File: src/rtl/ind_seq_pkg.sv
package ind_seq_pkg;

  localparam int FLD_W = 5;
  localparam int CMD_W = 16;

  typedef enum logic [2:0] {
    ST_IDLE,
    ST_POLL,
    ST_GAP,
    ST_DATA_WR,
    ST_CMD_WR,
    ST_DATA_RD,
    ST_DIRECT
  } seq_state_e;

  // busy flag, clause-22 style marker, 2-bit opcode, device and register fields
  function automatic logic [CMD_W-1:0] build_cmd(input logic             wr,
                                                 input logic [FLD_W-1:0] dev,
                                                 input logic [FLD_W-1:0] rg);
    logic [CMD_W-1:0] w;
    w        = '0;
    w[15]    = 1'b1;
    w[12]    = 1'b1;
    w[11:10] = wr ? 2'b01 : 2'b10;
    w[9:5]   = dev;
    w[4:0]   = rg;
    return w;
  endfunction

endpackage

File: src/rtl/ind_rst_sync.sv
module ind_rst_sync (
  input  logic clk,
  input  logic arst_n,
  output logic srst_n
);

  logic stage1_q;
  logic stage2_q;

  always_ff @(posedge clk or negedge arst_n) begin
    if (!arst_n) begin
      stage1_q <= 1'b0;
      stage2_q <= 1'b0;
    end else begin
      stage1_q <= 1'b1;
      stage2_q <= stage1_q;
    end
  end

  assign srst_n = stage2_q;

endmodule

File: src/rtl/ind_poll_pacer.sv
module ind_poll_pacer #(
  parameter int TICK_CYCLES = 50000,
  parameter int POLL_LIMIT  = 100
) (
  input  logic clk,
  input  logic rst_n,
  input  logic clr,
  input  logic miss,
  output logic exhausted,
  output logic expire
);

  localparam int CNT_W = $clog2(TICK_CYCLES + 1);
  localparam int TRY_W = $clog2(POLL_LIMIT + 1);

  logic [CNT_W-1:0] cnt_q, cnt_d;
  logic [TRY_W-1:0] tries_q, tries_d;
  logic             run_q, run_d;

  assign exhausted = (tries_q == TRY_W'(POLL_LIMIT - 1));
  assign expire    = run_q && (cnt_q == '0);

  always_comb begin
    cnt_d   = cnt_q;
    tries_d = tries_q;
    run_d   = run_q;
    if (clr) begin
      tries_d = '0;
      run_d   = 1'b0;
    end else if (miss) begin
      tries_d = tries_q + 1'b1;
      cnt_d   = CNT_W'(TICK_CYCLES - 1);
      run_d   = 1'b1;
    end else if (run_q) begin
      if (cnt_q == '0) run_d = 1'b0;
      else             cnt_d = cnt_q - 1'b1;
    end
  end

  always_ff @(posedge clk or negedge rst_n) begin
    if (!rst_n) begin
      cnt_q   <= '0;
      tries_q <= '0;
      run_q   <= 1'b0;
    end else begin
      cnt_q   <= cnt_d;
      tries_q <= tries_d;
      run_q   <= run_d;
    end
  end

endmodule

File: src/rtl/ind_prim_drive.sv
module ind_prim_drive
  import ind_seq_pkg::*;
#(
  parameter int               DATA_W   = 16,
  parameter logic [FLD_W-1:0] CMD_REG  = 5'd0,
  parameter logic [FLD_W-1:0] DATA_REG = 5'd1
) (
  input  seq_state_e         state,
  input  logic               wr_q,
  input  logic [FLD_W-1:0]   dev_q,
  input  logic [FLD_W-1:0]   reg_q,
  input  logic [FLD_W-1:0]   tgt_q,
  input  logic [DATA_W-1:0]  wd_q,
  output logic               prim_req,
  output logic               prim_write,
  output logic [FLD_W-1:0]   prim_phy,
  output logic [FLD_W-1:0]   prim_reg,
  output logic [DATA_W-1:0]  prim_wdata
);

  logic [CMD_W-1:0] cmd_word;

  assign cmd_word = build_cmd(wr_q, dev_q, reg_q);

  always_comb begin
    prim_req   = 1'b1;
    prim_write = 1'b0;
    prim_phy   = tgt_q;
    prim_reg   = CMD_REG;
    prim_wdata = '0;
    unique case (state)
      ST_POLL: begin
      end
      ST_DATA_WR: begin
        prim_write = 1'b1;
        prim_reg   = DATA_REG;
        prim_wdata = wd_q;
      end
      ST_CMD_WR: begin
        prim_write = 1'b1;
        prim_wdata = DATA_W'(cmd_word);
      end
      ST_DATA_RD: begin
        prim_reg = DATA_REG;
      end
      ST_DIRECT: begin
        prim_write = wr_q;
        prim_phy   = dev_q;
        prim_reg   = reg_q;
        prim_wdata = wr_q ? wd_q : '0;
      end
      default: begin
        prim_req = 1'b0;
      end
    endcase
  end

endmodule

File: src/rtl/ind_reg_seq.sv
module ind_reg_seq
  import ind_seq_pkg::*;
#(
  parameter int               DATA_W      = 16,
  parameter int               BUSY_BIT    = 15,
  parameter logic [FLD_W-1:0] CMD_REG     = 5'd0,
  parameter logic [FLD_W-1:0] DATA_REG    = 5'd1,
  parameter int               TICK_CYCLES = 50000,
  parameter int               POLL_LIMIT  = 100
) (
  input  logic              clk,
  input  logic              rst_n,
  input  logic              req_start,
  input  logic              req_write,
  input  logic [FLD_W-1:0]  req_dev,
  input  logic [FLD_W-1:0]  req_reg,
  input  logic [DATA_W-1:0] req_wdata,
  input  logic [FLD_W-1:0]  tgt_addr,
  output logic              seq_idle,
  output logic              rsp_done,
  output logic              rsp_err,
  output logic              rsp_tmo,
  output logic [DATA_W-1:0] rsp_rdata,
  output logic              prim_req,
  output logic              prim_write,
  output logic [FLD_W-1:0]  prim_phy,
  output logic [FLD_W-1:0]  prim_reg,
  output logic [DATA_W-1:0] prim_wdata,
  input  logic              prim_ack,
  input  logic              prim_fail,
  input  logic [DATA_W-1:0] prim_rdata
);

  logic rst_sync_n;

  seq_state_e        state_q, state_d;
  logic              wr_q;
  logic [FLD_W-1:0]  dev_q, reg_q, tgt_q;
  logic [DATA_W-1:0] wd_q;
  logic              second_q, second_d;
  logic              done_q, done_d;
  logic              err_q, err_d;
  logic              tmo_q, tmo_d;
  logic [DATA_W-1:0] rdata_q, rdata_d;

  logic accept;
  logic ack;
  logic poll_ok;
  logic pace_clr;
  logic pace_miss;
  logic pace_exhausted;
  logic pace_expire;

  ind_rst_sync u_rst_sync (
    .clk    (clk),
    .arst_n (rst_n),
    .srst_n (rst_sync_n)
  );

  ind_poll_pacer #(
    .TICK_CYCLES (TICK_CYCLES),
    .POLL_LIMIT  (POLL_LIMIT)
  ) u_pacer (
    .clk       (clk),
    .rst_n     (rst_sync_n),
    .clr       (pace_clr),
    .miss      (pace_miss),
    .exhausted (pace_exhausted),
    .expire    (pace_expire)
  );

  ind_prim_drive #(
    .DATA_W   (DATA_W),
    .CMD_REG  (CMD_REG),
    .DATA_REG (DATA_REG)
  ) u_drive (
    .state      (state_q),
    .wr_q       (wr_q),
    .dev_q      (dev_q),
    .reg_q      (reg_q),
    .tgt_q      (tgt_q),
    .wd_q       (wd_q),
    .prim_req   (prim_req),
    .prim_write (prim_write),
    .prim_phy   (prim_phy),
    .prim_reg   (prim_reg),
    .prim_wdata (prim_wdata)
  );

  assign ack     = prim_req && prim_ack;
  assign poll_ok = !prim_fail && !prim_rdata[BUSY_BIT];

  always_comb begin
    state_d   = state_q;
    second_d  = second_q;
    done_d    = 1'b0;
    err_d     = err_q;
    tmo_d     = tmo_q;
    rdata_d   = rdata_q;
    accept    = 1'b0;
    pace_clr  = 1'b0;
    pace_miss = 1'b0;
    unique case (state_q)
      ST_IDLE: begin
        if (req_start) begin
          accept   = 1'b1;
          err_d    = 1'b0;
          tmo_d    = 1'b0;
          second_d = 1'b0;
          pace_clr = 1'b1;
          state_d  = (tgt_addr == '0) ? ST_DIRECT : ST_POLL;
        end
      end
      ST_POLL: begin
        if (ack) begin
          if (poll_ok) begin
            pace_clr = 1'b1;
            if (!second_q) begin
              state_d = wr_q ? ST_DATA_WR : ST_CMD_WR;
            end else if (wr_q) begin
              state_d = ST_IDLE;
              done_d  = 1'b1;
            end else begin
              state_d = ST_DATA_RD;
            end
          end else if (pace_exhausted) begin
            state_d = ST_IDLE;
            done_d  = 1'b1;
            err_d   = 1'b1;
            tmo_d   = 1'b1;
          end else begin
            pace_miss = 1'b1;
            state_d   = ST_GAP;
          end
        end
      end
      ST_GAP: begin
        if (pace_expire) state_d = ST_POLL;
      end
      ST_DATA_WR: begin
        if (ack) begin
          if (prim_fail) begin
            state_d = ST_IDLE;
            done_d  = 1'b1;
            err_d   = 1'b1;
          end else begin
            state_d = ST_CMD_WR;
          end
        end
      end
      ST_CMD_WR: begin
        if (ack) begin
          if (prim_fail) begin
            state_d = ST_IDLE;
            done_d  = 1'b1;
            err_d   = 1'b1;
          end else begin
            second_d = 1'b1;
            pace_clr = 1'b1;
            state_d  = ST_POLL;
          end
        end
      end
      ST_DATA_RD, ST_DIRECT: begin
        if (ack) begin
          state_d = ST_IDLE;
          done_d  = 1'b1;
          if (prim_fail)                       err_d   = 1'b1;
          else if (!(state_q == ST_DIRECT && wr_q)) rdata_d = prim_rdata;
        end
      end
      default: state_d = ST_IDLE;
    endcase
  end

  always_ff @(posedge clk or negedge rst_sync_n) begin
    if (!rst_sync_n) begin
      state_q  <= ST_IDLE;
      second_q <= 1'b0;
      done_q   <= 1'b0;
      err_q    <= 1'b0;
      tmo_q    <= 1'b0;
      rdata_q  <= '0;
    end else begin
      state_q  <= state_d;
      second_q <= second_d;
      done_q   <= done_d;
      err_q    <= err_d;
      tmo_q    <= tmo_d;
      rdata_q  <= rdata_d;
    end
  end

  // request capture, enabled only when a start is accepted
  always_ff @(posedge clk or negedge rst_sync_n) begin
    if (!rst_sync_n) begin
      wr_q  <= 1'b0;
      dev_q <= '0;
      reg_q <= '0;
      tgt_q <= '0;
      wd_q  <= '0;
    end else if (accept) begin
      wr_q  <= req_write;
      dev_q <= req_dev;
      reg_q <= req_reg;
      tgt_q <= tgt_addr;
      wd_q  <= req_wdata;
    end
  end

  assign seq_idle  = (state_q == ST_IDLE);
  assign rsp_done  = done_q;
  assign rsp_err   = err_q;
  assign rsp_tmo   = tmo_q;
  assign rsp_rdata = rdata_q;

endmodule

File: config.mk
export PLATFORM = sky130hd
export DESIGN_NAME = ind_reg_seq
export DESIGN_NICKNAME = d
export VERILOG_FILES = /design/src/rtl/ind_seq_pkg.sv /design/src/rtl/ind_rst_sync.sv /design/src/rtl/ind_poll_pacer.sv /design/src/rtl/ind_prim_drive.sv /design/src/rtl/ind_reg_seq.sv
export SDC_FILE = /design/constraint.sdc
export NUM_CORES = 1
export LEC_CHECK = 0
export BUFFER_PORTS_ARGS = -buffer_cell sky130_fd_sc_hd__buf_4
export CAP_MARGIN = 5
export CORE_MARGIN = 3
export CORE_UTILIZATION = 40
export CTS_CLUSTER_DIAMETER = 50
export CTS_CLUSTER_SIZE = 20
export DETAILED_ROUTE_END_ITERATION = 8
export GPL_TIMING_DRIVEN = 1
export MAX_ROUTING_LAYER = met4
export PLACE_DENSITY = 0.65
export SLEW_MARGIN = 25
export SYNTH_ARGS = -nofsm -noshare
export SYNTH_HDL_FRONTEND = slang
export SYNTH_SLANG_ARGS = --single-unit
File: constraint.sdc
create_clock -name clk -period 2.6 [get_ports clk]
set_clock_uncertainty 0.2 [all_clocks]
set_input_delay 0.39 -clock clk [delete_from_list [all_inputs] [get_ports clk]]
set_output_delay 0.39 -clock clk [all_outputs]
set_load 0.01 [all_outputs]
==> results of run 1 <==
per-stage QoR:
step                      power, W  std cells  setup slack (ns)  util, %
after floorplan            0.00365        379             0.355        -
after global placement     0.00463        611             0.316     51.5
after detailed placement   0.00469        611             0.256     51.5
after CTS                  0.00573        628           0.00339     53.8
after global routing       0.00617        632            0.0105     54.3
final                      0.00577        632             0.119     54.3
logic make-up after synthesis:
kind of cell    synth area share (%)
buf+inv                         3.51
flops                           49.5
simple gates                    15.8
mux                             14.5
fa+ha+maj                       2.14
xor+xnor                        1.28
compound gates                  13.1
other cells                   0.0915
state kept, by name, summed over array words and instances (netlist names):
register,cells
dev_q,5
rsp_done,1
second_q,1
u_rst_sync.stage1_q,1
rsp_err,1
u_pacer.cnt_q,16
wr_q,1
reg_q,5
wd_q,16
state_q,3
u_rst_sync.srst_n,1
rsp_rdata,16
tgt_q,5
u_pacer.tries_q,7
u_pacer.run_q,1
rsp_tmo,1
power by group:
part | total [W] | switching, W | internal, W | leakage (nW)
combinational | 0.00259 | 0.00124 | 0.00135 | 1.37
clock | 0.00100 | 0.000468 | 0.000536 | 0.106
sequential | 0.00218 | 0.000419 | 0.00176 | 0.985
total | 0.00577 | 0.00213 | 0.00364 | 2.46
Yosys cell counts (2+ instances only):
cell type	number
dfrtp_1	81
mux2_2	52
nor2_1	29
nand2_1	25
o21ai_0	17
a21oi_1	16
inv_1	13
a22o_1	12
nand3_1	11
and3_1	9
buf_2	9
nor3_1	8
clkbuf_1	7
ha_1	7
nor4_1	7
or3_1	6
nand4_1	5
o31ai_1	5
a31oi_1	4
o22ai_1	4
xor2_1	4
and2_1	3
nor2b_1	3
or4_1	3
nor4b_1	2
o22a_1	2
xnor2_1	2
final cells by class:
| type | instances | area, sq um | area share [%] |
|---|---|---|---|
| Sequential cell | 81 | 2030 | 37.9 |
| Timing Repair Buffer | 123 | 955 | 17.8 |
| Clock inverter | 6 | 82.6 | 1.54 |
| Clock buffer | 10 | 128 | 2.38 |
| Multi-Input combinational cell | 266 | 1950 | 36.3 |
| Inverter | 13 | 48.8 | 0.910 |
| Tap cell | 133 | 166 | 3.10 |
worst max-delay path: cells and delay by family, from the launching register on:
family                 cells  cell delay [ns]
AOI/OAI and AO/OA          2             0.24
buffers and inverters      3             0.54
DFF                        1             0.44
and+or+nand+nor            2             0.32
cell usage in the layout, fill, tap and decap left out, types with 5 or more instances in the layout:
cell	netlist	routed
buf_4	1	118
dfrtp_1	81	78
mux2_2	52	52
nor2_1	29	28
nand2_1	25	25
o21ai_0	17	17
a21oi_1	16	15
inv_1	13	13
a22o_1	12	12
nand3_1	11	11
clkbuf_8	0	9
nor3_1	8	8
and3_1	9	8
nor4_1	7	7
ha_1	7	7
or3_1	6	6
o31ai_1	5	5
nand4_1	5	5
metal layers:
metal / track usage [%] / up-vias / wire length (um)
met5: - / - / 0
met4: 7.40 / 0 / 171
met3: 2.47 / 13 / 433
met2: 29.0 / 116 / 5120
met1: 26.9 / 1723 / 4830
li1: - / 1624 / -
timing repair:
| action | CTS | global route |
|---|---|---|
| gates resized for setup | 4 | 7 |
| setup buffers | 0 | 3 |
| hold buffers | 1 | 0 |
| endpoints found under the hold margin | 2 | 0 |
| setup endpoints to repair | 17 | 17 |
| cloned | 0 | 1 |
path summary, 6_finish.rpt:
path,startpoint,end
max in group asynchronous,u_rst_sync.srst_n,rsp_rdata[9]
worst min-delay path,req_write,wr_q
min in group asynchronous,u_rst_sync.srst_n,u_pacer.cnt_q[8]
worst min register to register,u_rst_sync.srst_n,u_pacer.cnt_q[8]
worst max register to register,u_pacer.tries_q[2],u_pacer.cnt_q[4]
worst max-delay path,state_q[0],prim_wdata[0]
==> summary.txt, run 1 <==
Outcome
  • Outcome: complete, no violations

Timing
  • Setup TNS: 0 ns
  • Crit path time final: 2.48 ns
  • Final hold vios: 0
  • Max Slew Vio Count: 0
  • Headroom to the max-slew limit: 53.8%
  • Max Clk Rate: 403 MHz
  • Final count of negative-setup-slack endpoints: 0
  • Slew @ Worst Pin: 0.690 ns
  • Final period utilization: 95.4%
  • Final hold slack: 0.0440 ns
  • RSZ-0062 raised after global routing: false

Yosys
  • Register area share after synthesis: 49.5%
  • Yosys reg bits: 81
  • Top_reg_cell synth: dfrtp_1
  • Netlist cell types: 60
  • Synth Net Count: 439
  • Synthesized cell area: 4100 sq um
  • Synth Instances: 379
  • Yosys top cell by area: dfrtp_1
  • FFs w/ async S/R, synth: 100%
  • Synth top area share: 49.5%
  • Synth top area cells: dfrtp_1 49%, mux2_2 14%, nor2_1 2.7%
  • EDFF count, synth: 0
  • Yosys warns: 0
  • Post-synthesis average cell area: 10.8 sq um

Placed design
  • GPL Wtd Cong: 0.950
  • PortBufs: 100
  • DP HPWL: 7710 um
  • Placed cell area: 5080 sq um

Floorplanning
  • Die height: 107 um
  • Die footprint: 11500 sq um
  • Die extent in x: 107 um
  • Initial core utilization: 41.5%
  • FP Rows: 36
  • Top Ports: 101
  • Core area: 9860 sq um

Setup path
  • Cells along the critical path: buf_4 -> nor2b_2 -> a21oi_2 -> nor2_2 -> clkbuf_4 -> a22o_1 -> buf_4
  • Most used cell, CP: buf_4
  • Crit-path max cell delay: 0.44 ns
  • Crit path launch type: flop
  • CP arrival: 1.89 ns
  • Slowest CP cell: dfrtp_2
  • FF-to-FF setup slack: 0.22 ns
  • Critical Path RT: 2.01 ns
  • Maximum net fanout on the critical path: 14
  • Worst setup path class: flop to output pin
  • Cells on worst reg2reg path: 6
  • Worst Setup End Kind: output pin

Clock network
  • CTS tree: built
  • CTS root buffer: clkbuf_8
  • CTS clock-pin slew for the worst setup and hold paths: 0.08 ns
  • CTS Buffer Depth: 2
  • Clock H-tree levels: 3
  • CTS buffer count: 9
  • Clock Latency Late Sink: 0.35 ns
  • # clock sinks: 81

Drt
  • DRC Markers: 0
  • Avg WL per Cell: 16.7 um
  • Antenna Violating Nets Remaining: 0
  • Routed via count: 3476
  • Vias/cell: 5.50
  • TritonRoute pass-1 iters: 5
  • Routed Wire Length: 10600 um
  • 1st-iter DRT viols: 257

Layout
  • Nets: 554
  • Share of cells above drive strength 1: 42.1%
  • Layout Area Growth over Synthesis: 30.8%
  • Filler instances: 867
  • Finished Cell Area: 5360 sq um
  • ANT cells: 0

Min path
  • Worst min-delay path class: primary input to flop
  • Hold path cells: 3

GRT
  • GRT Total Usage: 19.3%
  • Initial antenna violation count: 0
  • First-pass GRT wire length: 17300 um
  • Maximum number of pins on one net before global-route repair: 40
  • Vias in the first global route: 3470
  • GR Overflow Total: 0

Job
  • MaxCap Viol Count: 0

Pwr
  • Power density over the cells: 1080 nW/um^2
  • VDD IR max: 0.519 mV
  • LEAKAGE: 2.46 nW
Power figures use the tool's default switching activity.
==> inputs of run 2 (changes only) <==
--- a/config.mk
+++ b/config.mk
@@ -5,7 +5,7 @@
 export SDC_FILE = /design/constraint.sdc
 export NUM_CORES = 1
 export LEC_CHECK = 0
-export BUFFER_PORTS_ARGS = -buffer_cell sky130_fd_sc_hd__buf_4
+export BUFFER_PORTS_ARGS = -buffer_cell sky130_fd_sc_hd__buf_2
 export CAP_MARGIN = 5
 export CORE_MARGIN = 3
 export CORE_UTILIZATION = 40
==> run 2 against run 1 <==
Against the previous run:
- non-clock buffer count down 6
- critical path depth up 1
- global-route usage down 1.3 points
- sequential cell count unchanged
- power down 6.2%
- worst setup slack worse by 0.015 ns
- critical path type unchanged
- critical endpoint is now prim_wdata[11]
- largest cell class unchanged
==> summary.txt, run 2 (same netlist as run 1, synthesis figures left out) <==
Placed design
  • GPL Wtd Cong: 0.924 (was 0.950)
  • PortBufs: 100 (unchanged)
  • DP HPWL: 7110 um (was 7710 um)
  • Placed cell count: 609 (was 611)

Timing
  • Final period utilization: 96.0% (was 95.4%)
  • Final count of negative-setup-slack endpoints: 0 (unchanged)
  • Headroom to the max-slew limit: 51.7% (was 53.8%)
  • Slew @ Worst Pin: 0.720 ns (was 0.690 ns)
  • Max Slew Vio Count: 0 (unchanged)
  • Setup TNS: 0 ns (unchanged)
  • Final hold vios: 0 (unchanged)
  • Crit path time final: 2.50 ns (was 2.48 ns)
  • Max Clk Rate: 401 MHz (was 403 MHz)

Layout
  • Share of cells above drive strength 1: 41.2% (was 42.1%)
  • Layout Cells excl Fill: 626 (was 632)
  • Finished Core Util: 51.2% (was 54.3%)
  • Nets: 548 (was 554)
  • Layout Area Growth over Synthesis: 23.3% (was 30.8%)
  • Most frequent cells in the layout: 100 x buf_2, 77 x dfrtp_1, 52 x mux2_2, 29 x nor2_1, 25 x nand2_1 (was 118 x buf_4, 78 x dfrtp_1, 52 x mux2_2, 28 x nor2_1, 25 x nand2_1)
  • Most common cell after layout, fill and taps aside: buf_2 (was buf_4)
  • ANT cells: 0 (unchanged)

Setup path
  • Worst Setup End Kind: output pin (unchanged)
  • CP arrival: 1.91 ns (was 1.89 ns)
  • CP startpoint: state_q[0] (unchanged)
  • Maximum net fanout on the critical path: 16 (was 14)
  • Crit path launch type: flop (unchanged)
  • Critical Path RT: 2.01 ns (about the same)
  • Reg2reg start: u_pacer.tries_q[2] (unchanged)
  • Crit-path max cell delay: 0.48 ns (was 0.44 ns)
  • Cells along the critical path: buf_4 -> nor2b_1 -> a21oi_1 -> nor2_1 -> buf_6 -> nand2_1 -> o21ai_0 -> buf_2 (was buf_4 -> nor2b_2 -> a21oi_2 -> nor2_2 -> clkbuf_4 -> a22o_1 -> buf_4)
  • Slowest CP cell: dfrtp_2 (unchanged)
  • Worst setup path class: flop to output pin (unchanged)

GRT
  • GRT Total Usage: 18.0% (was 19.3%)
  • Vias in the first global route: 3290 (was 3470)
  • First-pass GRT wire length: 16000 um (was 17300 um)
  • Maximum number of pins on one net before global-route repair: 44 (was 40)
  • Initial antenna violation count: 0 (unchanged)
  • GR Overflow Total: 0 (unchanged)

Drt
  • Vias/cell: 5.43 (was 5.50)
  • 1st-iter DRT viols: 278 (was 257)
  • DRC Markers: 0 (unchanged)
  • TritonRoute pass-1 iters: 5 (unchanged)
  • Routed via count: 3401 (was 3476)
  • Avg WL per Cell: 15.4 um (was 16.7 um)
  • Antenna Violating Nets Remaining: 0 (unchanged)
  • Routed Wire Length: 9630 um (was 10600 um)

Floorplanning
  • Core area: 9860 sq um (unchanged)
  • Initial core utilization: 41.5% (unchanged)
  • Top Ports: 101 (unchanged)
  • Die extent in x: 107 um (unchanged)
  • FP Rows: 36 (unchanged)
  • Die footprint: 11500 sq um (unchanged)
  • Die height: 107 um (unchanged)

Pwr
  • VDD IR max: 0.548 mV (was 0.519 mV)
  • Final Total Pwr: 0.00541 W (was 0.00577 W)
  • LEAKAGE: 2.38 nW (was 2.46 nW)
  • Power density over the cells: 1070 nW/um^2 (was 1080 nW/um^2)

Min path
  • Hold_sp: req_write (unchanged)
  • Worst min-delay path class: primary input to flop (unchanged)

Clock network
  • CTS tree: built (unchanged)
  • Clock Latency Late Sink: 0.35 ns (about the same)
  • CTS Buffer Depth: 2 (unchanged)
  • CTS buffer count: 9 (unchanged)
  • CTS root buffer: clkbuf_8 (unchanged)
  • Post-CTS setup buffers: 0 (unchanged)
  • Clock H-tree levels: 3 (unchanged)
  • CTS clock-pin slew for the worst setup and hold paths: 0.08 ns (about the same)
  • # clock sinks: 81 (unchanged)

Outcome
  • Outcome: complete, no violations (unchanged)

Job
  • MaxCap Viol Count: 0 (unchanged)
==> run 2: final cells by class <==
cell class / instances / area (sq um)
Timing Repair Buffer: 117 / 659
Fill cell: 911 / 4810
Sequential cell: 81 / 2030
Multi-Input combinational cell: 266 / 1930
Clock inverter: 7 / 85.1
Clock buffer: 9 / 124
Tap cell: 133 / 166
Inverter: 13 / 48.8
==> run 2: what timing repair did <==
item,CTS,global route
hold buffers,1,0
gates resized for setup,2,5
setup endpoints to repair,3,21
endpoints found under the hold margin,2,0
==> run 2: per-layer routing <==
metal,part of all wire (%),track usage (%),vias to the layer above,wire length (um)
met1,47,25.1,1663,4500
li1,-,-,1603,-
met5,0,-,-,0
met2,46,25.5,119,4440
met4,1.8,8.13,0,174
met3,5.4,3.31,16,520
==> run 2: critical path, delay by kind of cell (launching register included) <==
family	cells	cell delay (ns)
DFF	1	0.48
AOI/OAI and AO/OA	2	0.15
and+or+nand+nor	3	0.37
buffers and inverters	3	0.56
==> run 2: path summary, 6_finish.rpt <==
kind | slack, ns | to | cells after the start
setup / recovery | 0.10 | prim_wdata[11] | 8
hold / removal | 0.06 | wr_q | 3
setup reg to reg | 0.26 | u_pacer.cnt_q[4] | 6
hold reg to reg | 0.10 | u_pacer.cnt_q[10] | 0
max in group asynchronous | 1.50 | state_q[1] | 1
min in group asynchronous | 0.10 | u_pacer.cnt_q[10] | 0
==> run 2: report_power, final <==
part | switching [W] | internal, W
logic | 0.00115 | 0.00111
registers | 0.000419 | 0.00176
clock network | 0.000445 | 0.000532
total | 0.00202 | 0.00340
==> run 2: through the flow <==
step           setup WS [ns]  hold slack (ns)  area [sq um]
6_report               0.104           0.0553          5050
5_1_grt              -0.0129           0.0507          5050
4_1_cts               0.0476           0.0423          5040
3_5_place_dp           0.176          -0.0180          4820
3_3_place_gp           0.290          -0.0247          4820
2_1_floorplan          0.355           -0.106          4100
